--- config.mk ---
export PLATFORM = sky130hd
export DESIGN_NAME = rank_pwr_ctl
export DESIGN_NICKNAME = d
export VERILOG_FILES = /design/src/rtl/rank_pwr_pkg.sv /design/src/rtl/rank_sr_policy.sv /design/src/rtl/rank_pwr_fsm.sv /design/src/rtl/rank_pad_gate.sv /design/src/rtl/rank_pwr_ctl.sv
export SDC_FILE = /design/constraint.sdc
export NUM_CORES = 1
export LEC_CHECK = 0
export CORE_UTILIZATION = 35
export CTS_CLUSTER_DIAMETER = 50
export DETAILED_ROUTE_END_ITERATION = 8
export HOLD_SLACK_MARGIN = 0.05
export SYNTH_ARGS = -nofsm -noshare
export SYNTH_HDL_FRONTEND = slang
export SYNTH_HIERARCHICAL = 1
export SYNTH_SLANG_ARGS = --single-unit
--- constraint.sdc ---
create_clock -name clk -period 6.6 [get_ports clk]
set_input_delay 1.32 -clock clk [delete_from_list [all_inputs] [get_ports clk]]
set_output_delay 1.32 -clock clk [all_outputs]
set_load 0.03 [all_outputs]
--- src/rtl/rank_pwr_pkg.sv ---
package rank_pwr_pkg;

  typedef enum logic [2:0] {
    RS_ACT = 3'd0,
    RS_PPD = 3'd1,
    RS_APD = 3'd2,
    RS_SR  = 3'd3,
    RS_SRX = 3'd4
  } rank_st_e;

  localparam logic [2:0] PKG_DEEP_A = 3'd3;
  localparam logic [2:0] PKG_DEEP_B = 3'd4;

  function automatic logic pkg_is_deep(input logic [2:0] s);
    return (s == PKG_DEEP_A) || (s == PKG_DEEP_B);
  endfunction

endpackage

--- src/rtl/rank_sr_policy.sv ---
module rank_sr_policy
  import rank_pwr_pkg::*;
(
  input  logic [2:0] pkg_state,
  input  logic       gfx_idle,
  input  logic       disp_pending,
  input  logic       single_display,
  output logic       sr_ok
);

  logic deep;

  always_comb begin
    deep  = pkg_is_deep(pkg_state);
    sr_ok = deep & gfx_idle & ~disp_pending & single_display;
  end

endmodule

--- src/rtl/rank_pwr_fsm.sv ---
module rank_pwr_fsm
  import rank_pwr_pkg::*;
#(
  parameter int IDLE_W = 8,
  parameter int EXIT_W = 6
) (
  input  logic              clk,
  input  logic              rst_n,
  input  logic              present,
  input  logic              cmd_req,
  input  logic              bank_open,
  input  logic              sr_ok,
  input  logic [IDLE_W-1:0] idle_limit,
  input  logic [EXIT_W-1:0] exit_delay,
  output logic [2:0]        state_o,
  output logic              cke_o,
  output logic              ready_o
);

  localparam int CNT_W = (IDLE_W > EXIT_W) ? IDLE_W : EXIT_W;

  rank_st_e         st_q, st_d;
  logic [CNT_W-1:0] cnt_q, cnt_d;
  logic [CNT_W:0]   cnt_inc;
  logic [CNT_W:0]   lim_w;
  logic [CNT_W:0]   dly_w;
  logic             cnt_sat;
  logic             in_sr, in_apd, in_pd;

  always_comb begin
    cnt_inc = {1'b0, cnt_q} + {{CNT_W{1'b0}}, 1'b1};
    lim_w   = (CNT_W+1)'(idle_limit);
    dly_w   = (CNT_W+1)'(exit_delay);
    cnt_sat = &cnt_q;
  end

  // next-state process
  always_comb begin
    st_d  = st_q;
    cnt_d = cnt_q;
    unique case (st_q)
      RS_ACT: begin
        if (cmd_req) begin
          cnt_d = '0;
        end else if ((lim_w != '0) && (cnt_inc == lim_w)) begin
          cnt_d = '0;
          if (sr_ok && !bank_open) st_d = RS_SR;
          else if (bank_open)      st_d = RS_APD;
          else                     st_d = RS_PPD;
        end else if (!cnt_sat) begin
          cnt_d = cnt_inc[CNT_W-1:0];
        end
      end
      RS_PPD: begin
        if (cmd_req)                    st_d = RS_ACT;
        else if (sr_ok && !bank_open)   st_d = RS_SR;
      end
      RS_APD: begin
        if (cmd_req) st_d = RS_ACT;
      end
      RS_SR: begin
        cnt_d = '0;
        if (!sr_ok) st_d = RS_SRX;
      end
      RS_SRX: begin
        if (cnt_inc >= dly_w) begin
          st_d  = RS_ACT;
          cnt_d = '0;
        end else begin
          cnt_d = cnt_inc[CNT_W-1:0];
        end
      end
      default: begin
        st_d  = RS_ACT;
        cnt_d = '0;
      end
    endcase
    if (!present) begin
      st_d  = RS_ACT;
      cnt_d = '0;
    end
  end

  // register process
  always_ff @(posedge clk or negedge rst_n) begin
    if (!rst_n) begin
      st_q  <= RS_ACT;
      cnt_q <= '0;
    end else begin
      st_q  <= st_d;
      cnt_q <= cnt_d;
    end
  end

  always_comb begin
    state_o = st_q;
    cke_o   = (st_q == RS_ACT) || (st_q == RS_SRX);
    ready_o = (st_q == RS_ACT);
    in_sr   = (st_q == RS_SR);
    in_apd  = (st_q == RS_APD);
    in_pd   = (st_q == RS_PPD) || (st_q == RS_APD);
  end

  // a request in power-down wakes the rank on the next edge
  a_r4_wake: assert property (@(posedge clk) disable iff (!rst_n)
    present && in_pd && cmd_req |=> (st_q == RS_ACT) && cke_o);

  // self-refresh is entered only with permission and closed banks
  a_r5_sr_entry: assert property (@(posedge clk) disable iff (!rst_n)
    $rose(in_sr) |-> $past(sr_ok && !bank_open));

  // active power-down is entered only with an open bank
  a_r3_apd_bank: assert property (@(posedge clk) disable iff (!rst_n)
    $rose(in_apd) |-> $past(bank_open));

  // self-refresh holds while permission holds, whatever the requests
  a_r8_sr_hold: assert property (@(posedge clk) disable iff (!rst_n)
    present && in_sr && sr_ok |=> in_sr && !cke_o);

  // loss of permission starts the exit sequence
  a_r7_sr_exit: assert property (@(posedge clk) disable iff (!rst_n)
    present && in_sr && !sr_ok |=> (st_q == RS_SRX) && cke_o && !ready_o);

endmodule

--- src/rtl/rank_pad_gate.sv ---
module rank_pad_gate #(
  parameter int NUM_RANKS = 2
) (
  input  logic [NUM_RANKS-1:0] present,
  input  logic [NUM_RANKS-1:0] cke_int,
  input  logic [NUM_RANKS-1:0] ready_int,
  output logic [NUM_RANKS-1:0] cke,
  output logic [NUM_RANKS-1:0] pad_oe,
  output logic [NUM_RANKS-1:0] ready
);

  for (genvar g = 0; g < NUM_RANKS; g++) begin : g_gate
    always_comb begin
      pad_oe[g] = present[g];
      cke[g]    = present[g] & cke_int[g];
      ready[g]  = present[g] & ready_int[g];
    end
  end

endmodule

--- src/rtl/rank_pwr_ctl.sv ---
module rank_pwr_ctl
  import rank_pwr_pkg::*;
#(
  parameter int NUM_RANKS = 2,
  parameter int IDLE_W    = 8,
  parameter int EXIT_W    = 6
) (
  input  logic                   clk,
  input  logic                   rst_n,
  input  logic [NUM_RANKS-1:0]   rank_present,
  input  logic [IDLE_W-1:0]      idle_limit,
  input  logic [EXIT_W-1:0]      exit_delay,
  input  logic [NUM_RANKS-1:0]   cmd_req,
  input  logic [NUM_RANKS-1:0]   bank_open,
  input  logic [2:0]             pkg_state,
  input  logic                   gfx_idle,
  input  logic                   disp_pending,
  input  logic                   single_display,
  output logic [NUM_RANKS-1:0]   cke,
  output logic [NUM_RANKS-1:0]   pad_oe,
  output logic [NUM_RANKS-1:0]   cmd_ready,
  output logic [3*NUM_RANKS-1:0] rank_state
);

  logic                 sr_ok;
  logic [NUM_RANKS-1:0] cke_int;
  logic [NUM_RANKS-1:0] ready_int;

  rank_sr_policy u_policy (
    .pkg_state      (pkg_state),
    .gfx_idle       (gfx_idle),
    .disp_pending   (disp_pending),
    .single_display (single_display),
    .sr_ok          (sr_ok)
  );

  for (genvar r = 0; r < NUM_RANKS; r++) begin : g_rank
    logic [2:0] st_w;

    rank_pwr_fsm #(
      .IDLE_W (IDLE_W),
      .EXIT_W (EXIT_W)
    ) u_fsm (
      .clk        (clk),
      .rst_n      (rst_n),
      .present    (rank_present[r]),
      .cmd_req    (cmd_req[r]),
      .bank_open  (bank_open[r]),
      .sr_ok      (sr_ok),
      .idle_limit (idle_limit),
      .exit_delay (exit_delay),
      .state_o    (st_w),
      .cke_o      (cke_int[r]),
      .ready_o    (ready_int[r])
    );

    assign rank_state[r*3 +: 3] = st_w;

    // ready only with clock enable high
    a_r4_ready_cke: assert property (@(posedge clk) disable iff (!rst_n)
      cmd_ready[r] |-> cke[r]);

    // an absent rank is parked in the active code on the next edge
    a_r9_absent_park: assert property (@(posedge clk) disable iff (!rst_n)
      !rank_present[r] |=> (st_w == 3'(RS_ACT)));
  end

  rank_pad_gate #(
    .NUM_RANKS (NUM_RANKS)
  ) u_gate (
    .present   (rank_present),
    .cke_int   (cke_int),
    .ready_int (ready_int),
    .cke       (cke),
    .pad_oe    (pad_oe),
    .ready     (cmd_ready)
  );

endmodule

==> out/results.tsv <==
stage	metric	value	unit
status	outcome	complete, but fails checks	
status	failed_checks	design-rule violations	
sta	finalSetupTns	0	ns
cts	clk_latency	0.26	ns
worst_setup_path	crit_start	rank_present[0]	
placement	dp_cells	401	
worst_setup_path	critPathKind	input pin to primary output	
hold_path	worstHoldStart	g_rank[0].u_fsm/cnt_q[1]	
synth	syn_area	0.00240	sq mm
global_route	grt_pass1_wl	10600	um
hold_path	whs_path_depth	2	
synth	synth_most_common_cell	nand2_1	
floorplan	core	0.00649	sq mm
global_route	grt_max_degree	23	
sta	hold_viol_final	0	
detailed_routing	drtIter0Drc	195	
synth	yosysTopAreaCell	dfrtp_1	
floorplan	die_y	84.8	um
floorplan	std_cell_rows	29	
sta	finalCritPeriodShare	0.631	
sta	setup_viol	0	
layout	n_fill_cell	672	
synth	synth_top_flop_cell	dfrtp_1	
worst_setup_path	r2r_setup_slack	3.38	ns
detailed_routing	wl	6120	um
cts	post_cts_resized	0	
detailed_routing	first_pass_iters	8	
synth	synth.area.top_cells	dfrtp_1 23%, ha_1 7.3%, nand2_1 5.3%, xnor2_1 4.7%, inv_1 3.3%	
worst_setup_path	timing.rr.start	g_rank[1].u_fsm/cnt_q[0]	
synth	syn_avg_cell_area	8.00	sq um
job	maxCapViolations	0	
sta	slew_headroom	0.295	
synth	synth_seq_area_share	0.229	
cts	cts_tree	built	
layout	fin_area	0.00284	sq mm
sta	rsz0062_at_grt	no	
synth	synth-edff-count	0	
sta	finalClockSkew	0.00170	ns
layout	drive_gt1_frac	0.0612	
sta	final-max-slew-violation-count	0	
power	powerDensity	116	mW/mm^2
placement	placed_cell_area	0.00280	sq mm
detailed_routing	vias	2295	
floorplan	die_w	84.8	um
hold_path	min_to	g_rank[0].u_fsm/cnt_q[1]	
cts	cts_setup_buffers	0	
synth	async_flop_share	1.00	
cts	cts_made_buffers	3	
synth	synth_top_area_share	0.229	
synth	ys_warn_count	6	
detailed_routing	wl_per_cell	15.1	um
global_route	antenna_found_initial	0	
cts	postCtsHoldBufs	0	
worst_setup_path	reg2reg_depth	12	
placement	dp_hpwl	4670	um
synth	syn_nets	342	
hold_path	hold_class	register to register	
synth	synth_seq_cells	22	
worst_setup_path	critPathLaunchType	input pin	
sta	fin_crit	4.16	ns
sta	worst_pin_slew	1.06	ns
floorplan	dieArea	0.00720	sq mm
power	cellLeakagePower	1.22	nW
worst_setup_path	critical_path_required	5.28	ns
layout	area_delta_synth_final	18.4	%
cts	cts.sink_count	22	
worst_setup_path	reg2reg_to	g_rank[1].u_fsm/cnt_q[1]	
detailed_routing	avgViaCountPerCell	5.68	
worst_setup_path	cp_max_fo	11	
cts	clock_path_buffers	2	
floorplan	start_util	0.370	
synth	synthCells	300	
layout	nNetsFinal	371	
sta	clock.fmax	240	MHz
worst_setup_path	arrival	2.84	ns
cts	cts_root_buf	clkbuf_8	
synth	yosys-top-cells-count	34 x nand2_1, 22 x dfrtp_1, 21 x inv_1	
worst_setup_path	endpoint_kind	primary output	
power	irDropWorstVdd	86.4	uV
layout	diodes	0	
detailed_routing	drc_errors	2	
global_route	gr-total-overflow	0	
global_route	track_usage	0.183	
global_route	first_global_vias	2188	
synth	synth.distinct_cells	69	
detailed_routing	ant_nets	0	
placement	routabilityCongestion	0.896	
floorplan	io-pin-count	40	
cts	clkTransAtPathRegs	0.08	ns
placement	portBuffers	39	
cts	h-tree-depth	1	
layout	final_cells	404	
## area by class of cell
cell class,instances,area [sq um],share of cell area
flip-flops and latches,22,551,0.194
well taps,77,96.3,0.0339
clock buffers,3,41.3,0.0145
repair buffers,39,390,0.137
inverters,21,78.8,0.0277
multi-input cells,242,1690,0.593
## report_power, final
part / switching, mW / internal, mW
clock network: 0.0450 / 0.0408
logic: 0.0505 / 0.0467
registers: 0.00728 / 0.138
total: 0.103 / 0.226
## cells by family (layout without fill, tap and decap cells)
kind of cell             after synthesis  in the layout  synth area share
buffers and inverters                 36             63            0.0688
adder cells (fa/ha/maj)               14             14            0.0730
flip-flops                            22             22             0.229
AO/OA/AOI/OAI                         82             82             0.253
multiplexers                           2              2           0.00834
AND/OR/NAND/NOR                      123            123             0.285
XOR/XNOR                              21             21            0.0829
## flip-flops by register name, indices dropped and copies added (netlist names)
name,flops
g_rank.u_fsm/cnt_q,16
g_rank.u_fsm/state_o,6
## per-layer routing
metal	up-vias	track usage	part of all wire
met1	1076	0.274	0.49
met3	4	0.0253	0.065
met5	-	0	0
li1	1148	-	-
met4	0	0.0385	0.0070
met2	67	0.282	0.44
## worst max path at each step
stage | end | slack, ns | depth (start not counted)
2_1_floorplan | g_rank[1].u_fsm/state_o[0] | 3.40 | 9
3_3_place_gp | cmd_ready[0] | 2.46 | 3
3_5_place_dp | cmd_ready[0] | 2.45 | 3
4_1_cts | cmd_ready[0] | 2.43 | 3
5_1_grt | cmd_ready[0] | 2.38 | 3
6_report | cmd_ready[0] | 2.44 | 3
## stage by stage
stage,total power [mW],utilization,hold slack [ns],setup slack (ns)
6_report,0.328,0.438,0.576,2.44
2_1_floorplan,0.203,-,0.521,3.40
5_1_grt,0.349,0.438,0.627,2.38
3_3_place_gp,0.244,0.431,0.555,2.46
4_1_cts,0.334,0.438,0.582,2.43
3_5_place_dp,0.246,0.431,0.562,2.45
## placed cells by master, fill, tap and decap left out, types with 3 or more instances in the layout
master | synthesis | routed
a21oi_1 | 11 | 11
ha_1 | 14 | 14
nor2_1 | 18 | 18
o211ai_1 | 4 | 4
xor2_1 | 7 | 7
xnor2_1 | 13 | 13
a21o_1 | 7 | 7
nand2_1 | 34 | 34
nand4_1 | 5 | 5
and3_1 | 3 | 3
a31oi_1 | 3 | 3
clkdlybuf4s50_1 | 0 | 39
clkbuf_8 | 0 | 3
o22ai_1 | 4 | 4
inv_1 | 21 | 21
or3_1 | 4 | 4
dfrtp_1 | 22 | 22
nor2b_1 | 3 | 3
a32oi_1 | 3 | 3
and2_1 | 9 | 9
nand3_1 | 13 | 13
or2_2 | 4 | 4
o2111ai_1 | 3 | 3
o21ai_1 | 8 | 8
a211oi_1 | 3 | 3
nand2b_1 | 8 | 8
o21ai_0 | 9 | 9
## worst max-delay path, stage by stage
cell and delay [ns]:
clkdlybuf4s50_1 0.67, and2_1 0.19, clkdlybuf4s50_1 0.67
No activity file was read; power rests on OpenSTA's default activity.
